<file path="config.mk">
export PLATFORM = sky130hd
export DESIGN_NAME = sc_core
export DESIGN_NICKNAME = d
export VERILOG_FILES = /design/src/rtl/sc_pkg.sv /design/src/rtl/sc_decode.sv /design/src/rtl/sc_regfile.sv /design/src/rtl/sc_alu.sv /design/src/rtl/sc_core.sv
export SDC_FILE = /design/constraint.sdc
export NUM_CORES = 2
export LEC_CHECK = 0
export CORE_ASPECT_RATIO = 2
export CORE_UTILIZATION = 50
export DETAILED_ROUTE_END_ITERATION = 6
export PLACE_DENSITY = 0.75
export RECOVER_POWER = 25
export SETUP_SLACK_MARGIN = 0.2
export SYNTH_ARGS = -nofsm -noshare
export SYNTH_HDL_FRONTEND = slang
export SYNTH_SLANG_ARGS = --single-unit
</file>
<file path="constraint.sdc">
create_clock -name clk -period 11.55 [get_ports clk]
set_input_delay 2.8875 -clock clk [delete_from_list [all_inputs] [get_ports clk]]
set_output_delay 2.8875 -clock clk [all_outputs]
set_load 0.03 [all_outputs]
</file>
<file path="src/rtl/sc_pkg.sv">
package sc_pkg;
  localparam int XLEN     = 32;
  localparam int NREGS    = 32;
  localparam int REG_AW   = $clog2(NREGS);
  localparam int OP_W     = 6;
  localparam int FN_W     = 6;
  localparam int IMM_W    = 16;
  localparam int JT_W     = 26;

  localparam logic [OP_W-1:0] OPC_RTYPE = 6'b000000;
  localparam logic [OP_W-1:0] OPC_ORI   = 6'b001101;
  localparam logic [OP_W-1:0] OPC_LOAD  = 6'b100011;
  localparam logic [OP_W-1:0] OPC_STORE = 6'b101011;
  localparam logic [OP_W-1:0] OPC_BEQ   = 6'b000100;
  localparam logic [OP_W-1:0] OPC_JUMP  = 6'b000010;

  localparam logic [FN_W-1:0] FN_ADD = 6'b100000;
  localparam logic [FN_W-1:0] FN_SUB = 6'b100010;

  typedef enum logic [1:0] {
    CLS_ADD = 2'd0,
    CLS_SUB = 2'd1,
    CLS_OR  = 2'd2,
    CLS_REG = 2'd3
  } alu_class_e;

  typedef enum logic [1:0] {
    ALU_ADD = 2'd0,
    ALU_SUB = 2'd1,
    ALU_OR  = 2'd2
  } alu_fn_e;

  typedef struct packed {
    logic       dst_is_rd;
    logic       opb_is_imm;
    logic       wb_from_mem;
    logic       reg_we;
    logic       mem_we;
    logic       branch;
    logic       jump;
    logic       ext_sign;
    alu_class_e alu_cls;
  } ctrl_t;
endpackage

</file>
<file path="src/rtl/sc_decode.sv">
module sc_decode
  import sc_pkg::*;
(
  input  logic [OP_W-1:0] opcode,
  input  logic [FN_W-1:0] funct,
  output ctrl_t           ctrl,
  output alu_fn_e         alu_fn
);
  logic fn_known;

  always_comb begin
    ctrl = '0;
    ctrl.alu_cls = CLS_ADD;
    case (opcode)
      OPC_RTYPE: begin
        ctrl.dst_is_rd = 1'b1;
        ctrl.reg_we    = fn_known;
        ctrl.alu_cls   = CLS_REG;
      end
      OPC_ORI: begin
        ctrl.opb_is_imm = 1'b1;
        ctrl.reg_we     = 1'b1;
        ctrl.alu_cls    = CLS_OR;
      end
      OPC_LOAD: begin
        ctrl.opb_is_imm  = 1'b1;
        ctrl.wb_from_mem = 1'b1;
        ctrl.reg_we      = 1'b1;
        ctrl.ext_sign    = 1'b1;
      end
      OPC_STORE: begin
        ctrl.opb_is_imm = 1'b1;
        ctrl.mem_we     = 1'b1;
        ctrl.ext_sign   = 1'b1;
      end
      OPC_BEQ: begin
        ctrl.branch  = 1'b1;
        ctrl.alu_cls = CLS_SUB;
      end
      OPC_JUMP: ctrl.jump = 1'b1;
      default: ;
    endcase
  end

  // local ALU decode: class from the opcode, detail from the function field
  always_comb begin
    fn_known = 1'b0;
    alu_fn   = ALU_ADD;
    unique case (ctrl.alu_cls)
      CLS_SUB: alu_fn = ALU_SUB;
      CLS_OR:  alu_fn = ALU_OR;
      CLS_REG: begin
        if (funct == FN_SUB) alu_fn = ALU_SUB;
        fn_known = (funct == FN_ADD) || (funct == FN_SUB);
      end
      default: alu_fn = ALU_ADD;
    endcase
  end

  always_comb begin
    assert_ctrl_excl_R10: assert ($onehot0({ctrl.reg_we, ctrl.mem_we, ctrl.branch, ctrl.jump}));
  end
endmodule

</file>
<file path="src/rtl/sc_regfile.sv">
module sc_regfile
  import sc_pkg::*;
#(
  parameter int W  = XLEN,
  parameter int N  = NREGS,
  localparam int AW = $clog2(N)
)(
  input  logic          clk,
  input  logic          rst_n,
  input  logic [AW-1:0] ra_a,
  input  logic [AW-1:0] ra_b,
  output logic [W-1:0]  rd_a,
  output logic [W-1:0]  rd_b,
  input  logic          we,
  input  logic [AW-1:0] wa,
  input  logic [W-1:0]  wd
);
  logic [W-1:0] regs_q [1:N-1];

  genvar gi;
  generate
    for (gi = 1; gi < N; gi++) begin : g_reg
      logic en;
      assign en = we && (wa == AW'(gi));
      always_ff @(posedge clk) begin
        if (en) regs_q[gi] <= wd;
      end
    end
  endgenerate

  assign rd_a = (ra_a == '0) ? '0 : regs_q[ra_a];
  assign rd_b = (ra_b == '0) ? '0 : regs_q[ra_b];

  assert_r0_zero_R7: assert property (@(posedge clk) disable iff (!rst_n)
    (ra_a == '0) |-> (rd_a == '0));
  assert_wb_visible_R1: assert property (@(posedge clk) disable iff (!rst_n)
    (we && wa != '0 && !(ra_a == wa && $isunknown(wd))) ##1 (ra_a == $past(wa)) |->
      (rd_a == $past(wd)));
endmodule

</file>
<file path="src/rtl/sc_alu.sv">
module sc_alu
  import sc_pkg::*;
#(
  parameter int W = XLEN
)(
  input  logic [W-1:0] opa,
  input  logic [W-1:0] opb,
  input  alu_fn_e      fn,
  output logic [W-1:0] res,
  output logic         zero
);
  always_comb begin
    unique case (fn)
      ALU_SUB: res = opa - opb;
      ALU_OR:  res = opa | opb;
      default: res = opa + opb;
    endcase
  end
  assign zero = (res == '0);
endmodule

</file>
<file path="src/rtl/sc_core.sv">
module sc_core
  import sc_pkg::*;
(
  input  logic            clk,
  input  logic            rst_n,
  output logic [XLEN-1:0] imem_addr,
  input  logic [31:0]     imem_data,
  output logic [XLEN-1:0] dmem_addr,
  output logic [XLEN-1:0] dmem_wdata,
  output logic            dmem_we,
  input  logic [XLEN-1:0] dmem_rdata
);
  localparam int PAD = XLEN - IMM_W;

  logic [XLEN-1:0]   pc_q, pc_d, pc_inc, br_tgt, jmp_tgt;
  logic              pc_en;
  logic [OP_W-1:0]   opc;
  logic [REG_AW-1:0] rs, rt, rd, wa;
  logic [IMM_W-1:0]  imm;
  ctrl_t             ctrl;
  alu_fn_e           alu_fn;
  logic [XLEN-1:0]   bus_a, bus_b, ext_imm, opb, alu_res, wb;
  logic              alu_zero, take_br;

  assign opc = imem_data[31:26];
  assign rs  = imem_data[25:21];
  assign rt  = imem_data[20:16];
  assign rd  = imem_data[15:11];
  assign imm = imem_data[15:0];

  sc_decode u_dec (
    .opcode (opc),
    .funct  (imem_data[5:0]),
    .ctrl   (ctrl),
    .alu_fn (alu_fn)
  );

  assign wa = ctrl.dst_is_rd ? rd : rt;

  sc_regfile #(.W(XLEN), .N(NREGS)) u_rf (
    .clk  (clk),
    .rst_n(rst_n),
    .ra_a (rs),
    .ra_b (rt),
    .rd_a (bus_a),
    .rd_b (bus_b),
    .we   (ctrl.reg_we),
    .wa   (wa),
    .wd   (wb)
  );

  assign ext_imm = ctrl.ext_sign ? {{PAD{imm[IMM_W-1]}}, imm} : {{PAD{1'b0}}, imm};
  assign opb     = ctrl.opb_is_imm ? ext_imm : bus_b;

  sc_alu #(.W(XLEN)) u_alu (
    .opa (bus_a),
    .opb (opb),
    .fn  (alu_fn),
    .res (alu_res),
    .zero(alu_zero)
  );

  assign wb         = ctrl.wb_from_mem ? dmem_rdata : alu_res;
  assign dmem_addr  = alu_res;
  assign dmem_wdata = bus_b;
  assign dmem_we    = ctrl.mem_we;

  // next PC
  assign pc_inc  = pc_q + XLEN'(4);
  assign br_tgt  = pc_inc + {{(PAD-2){imm[IMM_W-1]}}, imm, 2'b00};
  assign jmp_tgt = {pc_inc[XLEN-1:XLEN-4], imem_data[JT_W-1:0], 2'b00};
  assign take_br = ctrl.branch && alu_zero;
  assign pc_en   = 1'b1;

  always_comb begin
    pc_d = pc_q;
    if (pc_en) begin
      if (ctrl.jump)    pc_d = jmp_tgt;
      else if (take_br) pc_d = br_tgt;
      else              pc_d = pc_inc;
    end
  end

  always_ff @(posedge clk or negedge rst_n) begin
    if (!rst_n) pc_q <= '0;
    else        pc_q <= pc_d;
  end

  assign imem_addr = pc_q;

  assert_pc_step_R8: assert property (@(posedge clk) disable iff (!rst_n)
    (opc != OPC_BEQ && opc != OPC_JUMP) |=> (imem_addr == $past(imem_addr) + 32'd4));
  assert_aligned_R8: assert property (@(posedge clk) disable iff (!rst_n)
    imem_addr[1:0] == 2'b00);
  assert_beq_quiet_R5: assert property (@(posedge clk) disable iff (!rst_n)
    (opc == OPC_BEQ) |-> (!dmem_we && !ctrl.reg_we));
  assert_beq_taken_R5: assert property (@(posedge clk) disable iff (!rst_n)
    (opc == OPC_BEQ && bus_a == bus_b) |=>
      (imem_addr == $past(imem_addr) + 32'd4 +
        {{14{$past(imem_data[15])}}, $past(imem_data[15:0]), 2'b00}));
  assert_store_R4: assert property (@(posedge clk) disable iff (!rst_n)
    (opc == OPC_STORE) |-> (dmem_we && !ctrl.reg_we));
  assert_unsup_R9: assert property (@(posedge clk) disable iff (!rst_n)
    (opc != OPC_RTYPE && opc != OPC_ORI && opc != OPC_LOAD &&
     opc != OPC_STORE && opc != OPC_BEQ && opc != OPC_JUMP) |-> (!dmem_we && !ctrl.reg_we));
endmodule

</file>
==> qor.yml <==
max_cap_viol_count: 18
r2r-end: "imem_addr[30]$_DFF_PN0_"
drc_errors: 5
ctsHoldBuffers: 0
place_area_um2: 59700
start_kind: "input pin"
fmax_mhz: 86.4
grt_overflow_total: 0
grt_pass1_wl_um: 289000
first_global_vias: 39762
dieArea_um2: 108000
postLayoutCellArea_um2: 63500
p_int_w: 0.00747
grt_use_met3_pct: 13.1
setup_viol: 1
cts_inserted_buffers: 83
cts_max_path_buffers: 3
endpoint_kind: "primary output"
syn2layout_area_growth_pct: 18.9
violations: "design-rule violations, max-capacitance violations, max-slew violations, negative setup slack"
synthesis.instances: 3537
ys_async_sr_fraction_pct: 2.94
r2r_slack_ns: 3.84
drtAntennaViolNets: 0
hold_end: "imem_addr[31]$_DFF_PN0_"
hold_class: "flip-flop to flip-flop"
insertion_delay_ns: 0.71
grt_setup_unrepaired: "true"
cts_root_buf: "clkbuf_16"
ios: 163
first_iter_violations: 6197
drt_pass1_iterations: 7
die_w_um: 233
worst_slack_ns: -0.0263
hold_violations: 0
drive_gt1_share_pct: 29.6
htreeDepth: 3
worst_ep_arrival_time_ns: 8.69
fp-row-count: 169
p_per_area_nw_per_um2: 173
holdWs_ns: 0.674
period_share_pct: 100
antenna_found_initial: 22
yosysSeqAreaShare_pct: 57.2
relSlewSlack_pct: -184
initial_core_util_pct: 50.4
tightestPinTransition_ns: 4.25
via_per_inst: 7.21
gr-max-usage-layer: "met2"
p_sw_w: 0.00353
outcome: "finished, violations left"
grt_use_met1_pct: 41.1
grt_start_max_net_pins: 82
synth_area_um2: 53400
clkPwrFrac_pct: 27.5
fin_nets: 4176
avgRoutedWirePerCell_um: 37.6
peakVddDrop_mv: 0.109
seq_power_share_pct: 43.3
coreArea_um2: 106000
clk_pin_slew_ns: 0.07
hpwl_um: 132000
clock_sinks: 1022
crit_start: "imem_data[17]"
power_leakage_nw: 22.1
drt-total-wl_um: 207000
chipHeight_um: 464
power_switching_share_pct: 32.1
grtUsageMet2_pct: 60.3
path_max_fanout: 14
synth_edf_count: 992
ys_types: 86
p_comb_share_pct: 29.1
ys.flop_type: "edfxtp_1"
postSynthAreaPerCell_um2: 15.1
grt_usage_pct: 38.8
yosys_warnings: 0
crit_required_ns: 8.66
path_class: "input pin to primary output"
fin_skew_ns: 0.0368
final_max_slew_viol_count: 549
cts_tree: "yes"
r2r_cells: 31
synth-seq-cells: 1022
fin_crit_ns: 11.58
whs_path_depth: 2
min_from: "imem_addr[31]$_DFF_PN0_"
gp_congestion: 1.04
num_vias: 39570
r2r-start: "u_rf.regs_q[15][5]$_DFFE_PP_"
portBuffers: 160
[worst max-delay path, cell delays in order]
cell and delay [ns]:
buf_8 0.15, buf_12 0.18, buf_12 0.15, and2_1 0.26, buf_4 0.21, buf_8 0.22, a22oi_1 0.22, and3_1 0.33
a31oi_2 0.32, a31oi_4 0.19, buf_4 0.21, a21oi_1 0.49, xor2_1 0.21, ha_2 0.30, nand2_1 0.06, o21a_1 0.15
o211ai_1 0.09, or3_4 0.44, a211oi_4 0.24, o41a_1 0.18, o21ai_1 0.07, a21oi_1 0.20, xnor2_1 0.17, mux2_4 0.33
or2_4 0.24, buf_12 0.15
[layout make-up]
cell class / instances / area [µm²]
Antenna cell: 14 / 35.0
Clock buffer: 98 / 2220
Clock inverter: 51 / 616
Fill cell: 7728 / 42400
Inverter: 40 / 155
Multi-Input combinational cell: 2237 / 22300
Sequential cell: 1022 / 30500
Tap cell: 1368 / 1710
Timing Repair Buffer: 661 / 5950
[flip-flops by register name (all words and copies together) (netlist names)]
register     flops
u_rf.regs_q    992
imem_addr       30
[routing by layer]
metal,up-vias,routed length (µm)
li1,15437,-
met1,19340,58800
met2,3547,95800
met3,1228,27800
met4,18,24100
met5,-,142
[how the worst max path moves through the flow]
stage,end,slack (ns),depth (start not counted)
after floorplan,dmem_addr[31],0.19,28
after global placement,dmem_addr[31],-0.46,27
after detailed placement,dmem_addr[31],-0.49,27
after CTS,dmem_addr[31],0.07,26
after global routing,dmem_addr[31],-0.10,27
final,dmem_addr[31],-0.03,26
[logic make-up after synthesis]
family	count (synthesis)	share of synthesized area (%)
other	1	0.00702
buffers and inverters	279	2.49
adders and majority gates	65	1.55
AOI/OAI and AO/OA	636	8.16
muxes	657	22.1
and+or+nand+nor	776	6.86
xor gates and xnor gates	101	1.66
DFF	1022	57.2
[power groups by stage]
stage          combinational (W)  sequential (W)  clock, W
6_report                 0.00321         0.00477   0.00303
4_1_cts                  0.00302         0.00476   0.00303
3_5_place_dp             0.00296         0.00485         0
5_1_grt                  0.00334         0.00477   0.00315
2_1_floorplan            0.00157         0.00488         0
3_3_place_gp             0.00292         0.00484         0
[through the flow]
step | util [%] | setup slack [ns] | setup TNS, ns | cells | power (W)
floorplan | - | 0.186 | 0 | 3538 | 0.00646
global placement | 56.4 | -0.461 | -0.820 | 5279 | 0.00776
detailed placement | 56.4 | -0.492 | -1.17 | 5279 | 0.00781
CTS | 59.8 | 0.0733 | 0 | 5459 | 0.0108
global route | 59.9 | -0.101 | -0.138 | 5481 | 0.0113
finish | 59.9 | -0.0263 | -0.0263 | 5491 | 0.0110
[Yosys cell counts (27+ instances only)]
library cell / n / share of area, %
a211oi_1: 54 / 0.76
xor2_1: 47 / 0.77
a22oi_1: 72 / 1.0
dfrtp_1: 30 / 1.4
a31oi_1: 33 / 0.39
and3_1: 32 / 0.37
nand3_1: 52 / 0.49
a22o_1: 38 / 0.62
a21oi_1: 154 / 1.4
buf_2: 61 / 0.57
inv_1: 37 / 0.26
edfxtp_1: 992 / 56
o22ai_1: 27 / 0.32
nand2_1: 240 / 1.7
xnor2_1: 54 / 0.89
nor3_1: 44 / 0.41
clkbuf_1: 101 / 0.71
buf_1: 36 / 0.25
o21ai_0: 67 / 0.63
nor2_1: 230 / 1.6
buf_4: 27 / 0.38
mux2i_1: 218 / 4.1
ha_1: 63 / 1.5
mux4_2: 417 / 18
[cells in the final DEF (no fill, tap or decap), types with 14 or more instances in the layout]
cell type,count
edfxtp_1,992
buf_4,451
mux4_2,417
nand2_1,236
mux2i_1,216
nor2_1,202
a21oi_1,145
clkdlybuf4s50_1,88
clkbuf_16,87
a22oi_1,70
o21ai_0,62
ha_1,62
xnor2_1,54
nand3_1,51
a211oi_1,49
xor2_1,47
nor3_1,41
buf_12,41
a22o_1,38
inv_1,36
clkbuf_1,31
dlygate4sd3_1,31
and3_1,30
dfrtp_1,30
a31oi_1,27
and2_1,22
nor2b_1,22
a21o_1,22
nand4_1,21
o22ai_1,21
mux2_2,20
nor2_4,20
o31a_1,18
nand2b_1,16
o211ai_1,15
o21a_1,15
clkinv_1,15
diode_2,14
a211o_1,14
[timing repair]
item | 4_1_cts | 5_1_grt
gates cloned | 5 | 0
gates resized for setup | 93 | 26
setup buffers | 26 | 18
endpoints found under the setup margin | 11 | 8
pin swaps | 30 | 24
(Power assumes the default switching activity.)
